$ cat config.mk
export PLATFORM = sky130hd
export DESIGN_NAME = dmx_mode_decoder
export DESIGN_NICKNAME = d
export VERILOG_FILES = /design/src/rtl/dmx_pkg.sv /design/src/rtl/dmx_enable_gate.sv /design/src/rtl/dmx_onehot.sv /design/src/rtl/dmx_polarity.sv /design/src/rtl/dmx_mode_decoder.sv
export SDC_FILE = /design/constraint.sdc
export NUM_CORES = 1
export LEC_CHECK = 0
export ABC_AREA = 1
export BUFFER_PORTS_ARGS = -buffer_cell sky130_fd_sc_hd__buf_4
export CAP_MARGIN = 20
export CORE_AREA = 2 2 39 41
export DETAILED_ROUTE_END_ITERATION = 8
export DIE_AREA = 0 0 41 43
export REMOVE_ABC_BUFFERS = 1
export SLEW_MARGIN = 20
export SYNTH_ARGS = -nofsm -noshare
export SYNTH_HDL_FRONTEND = slang
export SYNTH_HIERARCHICAL = 1
export SYNTH_SLANG_ARGS = --single-unit
$ cat constraint.sdc
create_clock -name vclk -period 3.81
set_input_delay 0.762 -clock vclk [all_inputs]
set_output_delay 0.762 -clock vclk [all_outputs]
set_load 0.02 [all_outputs]
$ cat src/rtl/dmx_pkg.sv
// Shared sizing for the mode decoder. Assumes two halves of equal width.
package dmx_pkg;
    localparam int unsigned HALF_AW  = 2;
    localparam int unsigned EN_COUNT = 2;
endpackage

$ cat src/rtl/dmx_enable_gate.sv
// Turns the active-low enable pins into one activity flag per half.
// Assumes that in single mode both flags must mean "all enables LOW".
module dmx_enable_gate #(
    parameter int unsigned EN_N = dmx_pkg::EN_COUNT
) (
    input  logic            mode_sel,
    input  logic [EN_N-1:0] en_lo_n,
    input  logic [EN_N-1:0] en_hi_n,
    output logic            act_lo,
    output logic            act_hi
);
    logic lo_ok, hi_ok;

    // Per-half qualification and mode-dependent combination.
    always_comb begin
        lo_ok  = ~|en_lo_n;
        hi_ok  = ~|en_hi_n;
        act_lo = mode_sel ? (lo_ok & hi_ok) : lo_ok;
        act_hi = mode_sel ? (lo_ok & hi_ok) : hi_ok;
    end
endmodule

$ cat src/rtl/dmx_onehot.sv
// Binary to one-hot decoder with an enable. Output is all zero when disabled.
module dmx_onehot #(
    parameter int unsigned AW = dmx_pkg::HALF_AW,
    localparam int unsigned N = 1 << AW
) (
    input  logic [AW-1:0] sel,
    input  logic          enable,
    output logic [N-1:0]  hot
);
    // Sets exactly one bit when enabled.
    always_comb begin
        hot = '0;
        if (enable) hot[sel] = 1'b1;
    end

    // Enabled decoding yields one bit, disabled yields none.
    always_comb begin
        a_r5_onehot_count: assert ($countones(hot) == (enable ? 1 : 0))
            else $error("onehot count wrong");
    end
endmodule

$ cat src/rtl/dmx_polarity.sv
// Applies the effective polarity of one half: own select ORed with the common one.
module dmx_polarity #(
    parameter int unsigned N = 1 << dmx_pkg::HALF_AW
) (
    input  logic [N-1:0] hot,
    input  logic         pol_half,
    input  logic         pol_common,
    output logic [N-1:0] line
);
    logic active_high;

    // Pass or complement the one-hot pattern.
    always_comb begin
        active_high = pol_half | pol_common;
        line        = active_high ? hot : ~hot;
    end

    // Active-low output never has more than one LOW line.
    always_comb begin
        if (!pol_half && !pol_common)
            a_r8_low_polarity: assert ($countones(line) >= N - 1)
                else $error("inverted half has too many LOW lines");
    end
endmodule

$ cat src/rtl/dmx_mode_decoder.sv
// Top: two 2-to-4 decoders or one 3-to-8 decoder, picked by mode_sel,
// with per-half output polarity. Purely combinational; no clock or reset.
module dmx_mode_decoder #(
    parameter int unsigned HAW  = dmx_pkg::HALF_AW,
    parameter int unsigned EN_N = dmx_pkg::EN_COUNT,
    localparam int unsigned HN  = 1 << HAW,
    localparam int unsigned FAW = HAW + 1,
    localparam int unsigned FN  = 2 * HN
) (
    input  logic            mode_sel,
    input  logic [HAW-1:0]  addr_lo,
    input  logic            addr_msb,
    input  logic [HAW-1:0]  addr_hi,
    input  logic [EN_N-1:0] en_lo_n,
    input  logic [EN_N-1:0] en_hi_n,
    input  logic            pol_lo,
    input  logic            pol_hi,
    input  logic            pol_all,
    output logic [FN-1:0]   dec_out
);
    logic          act_lo, act_hi;
    logic [HN-1:0] hot_lo, hot_hi;
    logic [FN-1:0] hot_all, hot_sel;
    logic [1:0]    pol_half;

    dmx_enable_gate #(.EN_N(EN_N)) u_gate (
        .mode_sel(mode_sel), .en_lo_n(en_lo_n), .en_hi_n(en_hi_n),
        .act_lo(act_lo), .act_hi(act_hi)
    );

    dmx_onehot #(.AW(HAW)) u_dec_lo (.sel(addr_lo), .enable(act_lo), .hot(hot_lo));
    dmx_onehot #(.AW(HAW)) u_dec_hi (.sel(addr_hi), .enable(act_hi), .hot(hot_hi));
    dmx_onehot #(.AW(FAW)) u_dec_all (.sel({addr_msb, addr_lo}), .enable(act_lo), .hot(hot_all));

    // Chooses between the split and the full-width decode.
    always_comb begin
        hot_sel     = mode_sel ? hot_all : {hot_hi, hot_lo};
        pol_half[0] = pol_lo;
        pol_half[1] = pol_hi;
    end

    for (genvar g = 0; g < 2; g++) begin : g_half
        dmx_polarity #(.N(HN)) u_pol (
            .hot(hot_sel[g*HN +: HN]), .pol_half(pol_half[g]),
            .pol_common(pol_all), .line(dec_out[g*HN +: HN])
        );
    end

    // Mode and enable behaviour seen at the decode stage.
    always_comb begin
        if (mode_sel && ((|en_lo_n) || (|en_hi_n)))
            a_r6_single_idle: assert (hot_sel == '0) else $error("single mode not idle");
        if (mode_sel && !(|en_lo_n) && !(|en_hi_n))
            a_r5_single_pick: assert (hot_sel[{addr_msb, addr_lo}]) else $error("single pick");
        if (!mode_sel && !(|en_lo_n))
            a_r1_lower_pick: assert (hot_sel[addr_lo]) else $error("lower pick");
        if (!mode_sel && (|en_lo_n))
            a_r4_lower_idle: assert (hot_sel[HN-1:0] == '0) else $error("lower idle");
        if (!mode_sel && !(|en_hi_n))
            a_r2_upper_pick: assert (hot_sel[HN + addr_hi]) else $error("upper pick");
    end
endmodule

# ---- After elaboration in Yosys (flattened, before gate mapping)
# Index checks and enable logic that the tools add are counted.
dict set report totals {
  ff_bits 0
  latch_bits 0
  mem_bits_rw 0
  mem_bits_ro 0
  out_inout_bits 8
  memories 0
}
dict set report classes {
  addsub 0
  mul 0
  div 0
  order_cmp 6
  eq_ne 0
  shift 0
  mux 14
  bitwise 5
  reduce_logical 7
}
# op n
set op_table {}
lappend op_table {{4-bit 2-to-1 mux} 4}
lappend op_table {{8-bit 2-to-1 mux} 2}
lappend op_table {{4-bit NOT} 2}
lappend op_table {{2-bit by 3-bit less-than comparator with 1-bit output (second input constant)} 2}
lappend op_table {{1-bit 2-to-1 mux} 5}
lappend op_table {{1-bit demux with 2-bit select} 2}
lappend op_table {{2-bit by 1-bit >= comparator with 1-bit output (second input constant)} 2}
lappend op_table {{3-bit by 4-bit less-than comparator with 1-bit output (second input constant)} 1}
lappend op_table {{2-bit OR reduction} 2}
lappend op_table {{1-bit demux with 3-bit select} 1}
lappend op_table {{3-bit by 1-bit >= comparator with 1-bit output (second input constant)} 1}
lappend op_table {{1-bit logical AND} 3}
lappend op_table {{1-bit zero test} 2}
lappend op_table {{1-bit OR} 2}
lappend op_table {{1-bit bitwise AND} 1}

# ---- Logic depth before layout (Yosys ltp)
dict set report logic_depth {
  ltp_word 8
  ltp_mapped 10
  mapped_depth_nobuf 10
}

# ---- Modules after synthesis
# The synthesis kept the hierarchy.
# mod instances cells_each area_each_um2 seq_area_each_um2
set modules_own_cells {}
lappend modules_own_cells {dmx_polarity 2 17 71.3 0.0}
lappend modules_own_cells {dmx_mode_decoder 1 26 105.1 0.0}
lappend modules_own_cells {{dmx_onehot (u_dec_all)} 1 17 63.8 0.0}
lappend modules_own_cells {{dmx_onehot (u_dec_hi ...)} 2 8 30.0 0.0}
lappend modules_own_cells {dmx_enable_gate 1 9 38.8 0.0}

# ---- Worst setup path after synthesis
# OpenSTA, ideal clock, no wires.
dict set report synth_path {
  kind {in2out}
  from {in en_lo_n[1]}
  to {out dec_out[1]}
  arrival_ps 1648
  t_required_ps 3048
  setup_slack_ps 1400
  stages 9
  path_cell_list {nor2_2 > inv_1 > nor2_1 > nand2_1 > nor2_1 > nand2_1 > nand2_1 > o21ai_0 > nand2_1}
}
dict set report synth_via {
  elab_chain_len 8
}
# item line_no
set synth_rtl {}
lappend synth_rtl {{from (decl)} dmx_mode_decoder.sv:14} ;# input logic [EN_N-1:0] en_lo_n,
lappend synth_rtl {{2-bit OR reduction *} n/a}
lappend synth_rtl {{1-bit zero test *} dmx_enable_gate.sv:16} ;# lo_ok = ~|en_lo_n;
lappend synth_rtl {{1-bit bitwise AND} dmx_enable_gate.sv:18} ;# act_lo = mode_sel ? (lo_ok & hi_ok) : lo_ok;
lappend synth_rtl {{1-bit 2-to-1 mux *} dmx_enable_gate.sv:18}
lappend synth_rtl {{net act_lo} dmx_mode_decoder.sv:21} ;# logic act_lo, act_hi;
lappend synth_rtl {{8-bit 2-to-1 mux *} dmx_onehot.sv:13} ;# if (enable) hot[sel] = 1'b1;
lappend synth_rtl {{net hot_all[1]} dmx_mode_decoder.sv:23} ;# logic [FN-1:0] hot_all, hot_sel;
lappend synth_rtl {{8-bit 2-to-1 mux *} dmx_mode_decoder.sv:37} ;# hot_sel = mode_sel ? hot_all : {hot_hi, hot_lo};
lappend synth_rtl {{net hot_sel[1]} dmx_mode_decoder.sv:23}
lappend synth_rtl {{4-bit NOT} dmx_polarity.sv:15} ;# line = active_high ? hot : ~hot;
lappend synth_rtl {{4-bit 2-to-1 mux *} dmx_polarity.sv:15}
lappend synth_rtl {{to (decl)} dmx_mode_decoder.sv:19} ;# output logic [FN-1:0] dec_out
# Mark *: on every way through the listed nets, which the timed path passes. The rest lies on a longest branch.

# ---- Worst setup path in the final report
dict set report layout_path {
  from {in en_lo_n[1]}
  to {out dec_out[7]}
}
# Same word-level chain as after synthesis.

==> impl_metrics.yaml <==
status:
  status: "complete, no violations"
placed_design:
  gp_congestion: 0.792
  dpl.cell_count: 138
  port_buffers: 21
  hpwl_um: 902
logic_synthesis:
  synth-seq-area-share_pct: 0
  synthCells: 102
  yosysTopAreaCellShare_pct: 45.7
  ys_types: 7
  synth_area_leaders: "nand2_1 (46%), nor2_1 (18%), inv_1 (16%)"
  synth_area_per_cell_um2: 4.02
  synth_warnings: 6
  synth_top_cell_by_area: "nand2_1"
  synth_area_um2: 410
cells_and_area:
  multi_input_area_um2: 328
  diodes: 0
  final_cells: 138
  seq_cells: 0
  fillers: 184
  final_util_pct: 41.7
  clkbuf_count: 0
  seq_area_um2: 0
  area.growth.synth_to_final_pct: 40.5
  fin_nets: 137
  drive_above_1_share_pct: 21.3
pwr:
  power.density_mw_per_mm2: 89.1
  p_seq_share_pct: 0
  clkPwrFrac_pct: 0
  comb_power_share_pct: 100.0
  switching_share_pct: 56.4
  total_power_mw: 0.0514
  p_sw_mw: 0.0290
  max-vdd-ir-drop_v: 0.0000329
  p_int_mw: 0.0224
  total_leakage_power_nw: 0.348
sta:
  rsz0062_at_grt: "false"
  slew_viol_final: 0
  final.min_clock_period_ps: 2680
  hold_viol: 0
  post-route-period-util_pct: 70.4
  tightestPinTransition_ps: 213
  clock.fmax_ghz: 0.373
  setup_viol: 0
  relSlewSlack_pct: 85.7
  setup_tns_ps: 0
min_path:
  hold_path.class: "in2out"
worst_setup_path:
  crit_fanout: 4
  arrival_ps: 1920
  cp-start-kind: "primary input"
  crit_type: "in2out"
  required_ps: 3050
  crit_path_end_kind: "primary output"
global_route:
  antenna_found_initial: 0
  grt_max_degree: 11
  globalRoute.totalOverflow: 0
  grt_pass1_wl_mm: 1.71
  grt_pass1_vias: 494
  grt_usage_pct: 12.7
routing:
  wl_um: 977
  num_vias: 583
  via_per_inst: 4.22
  drt_pass1_iterations: 4
  routedWlPerCell_um: 7.08
  drt-initial-drc-count: 5
  antenna_left: 0
  post-route-drc-count: 0
clock_tree:
  post_cts_buffers: 0
  cts-resized-gates: 0
  holdBufCountCts: 0
floorplanning:
  core_mm2: 0.00138
  start_util_pct: 29.7
  die_w_um: 41
  die_area_mm2: 0.00176
  num_rows: 14
  die_h_um: 43
  ios: 21
run:
  cap_violations: 0
## synthesized netlist by cell type
| master | number |
|---|---|
| nand2_1 | 50 |
| inv_1 | 18 |
| o21ai_0 | 8 |
| buf_6 | 1 |
| inv_2 | 1 |
| nor2_1 | 20 |
| nor2_2 | 4 |
## stage by stage
step | area, µm² | hold WS [ps] | worst slack (ps)
3_3_place_gp | 577 | 1880 | 1130
5_1_grt | 577 | 1910 | 919
4_1_cts | 577 | 1880 | 1120
3_5_place_dp | 577 | 1880 | 1130
6_report | 577 | 1880 | 1130
2_1_floorplan | 399 | 1720 | 1400
## layout make-up
class,count,area share (%)
multi-input cells,82,56.8
well taps,16,3.47
repair buffers,21,27.3
inverters,19,12.4
## path summary, 6_finish.rpt
check,from,to,slack [ps],cells past startpoint
worst max-delay path,en_lo_n[1],dec_out[7],1130,12
worst min-delay path,pol_lo,dec_out[0],1880,4
## cell usage in the layout (no fill, tap or decap)
master   netlist  layout
nand2_1       50      50
buf_4          0      21
nor2_1        20      20
inv_1         18      18
o21ai_0        8       8
nor2_2         4       4
inv_2          1       1
## critical path, stage by stage
cell,delay [ps]
buf_4,110
nor2_2,100
inv_1,50
nor2_1,190
nand2_1,140
nor2_1,130
nand2_1,60
nand2_1,80
inv_1,40
nand2_1,50
nand2_1,50
buf_4,150
## logic make-up (layout without fill, tap and decap cells)
group / Yosys count / in the layout / share of synthesized area, %
compound gates: 8 / 8 / 9.76
simple gates: 74 / 74 / 70.1
buf+inv: 20 / 40 / 20.1
## power groups by stage
stage	Combinational, mW	Clock, mW	Sequential (mW)
floorplan	0.0251	0	0
global placement	0.0515	0	0
detailed placement	0.0520	0	0
CTS	0.0521	0	0
global route	0.0580	0	0
finish	0.0514	0	0
## layer usage
| layer | vias to the layer above | global-route usage [%] | routed length [µm] |
|---|---|---|---|
| li1 | 334 | - | - |
| met1 | 239 | 16.5 | 451 |
| met2 | 10 | 23.4 | 477 |
| met3 | 0 | 0 | 48 |
| met4 | 0 | 0 | 0 |
| met5 | - | 0 | 0 |
(Power assumes the default switching activity.)
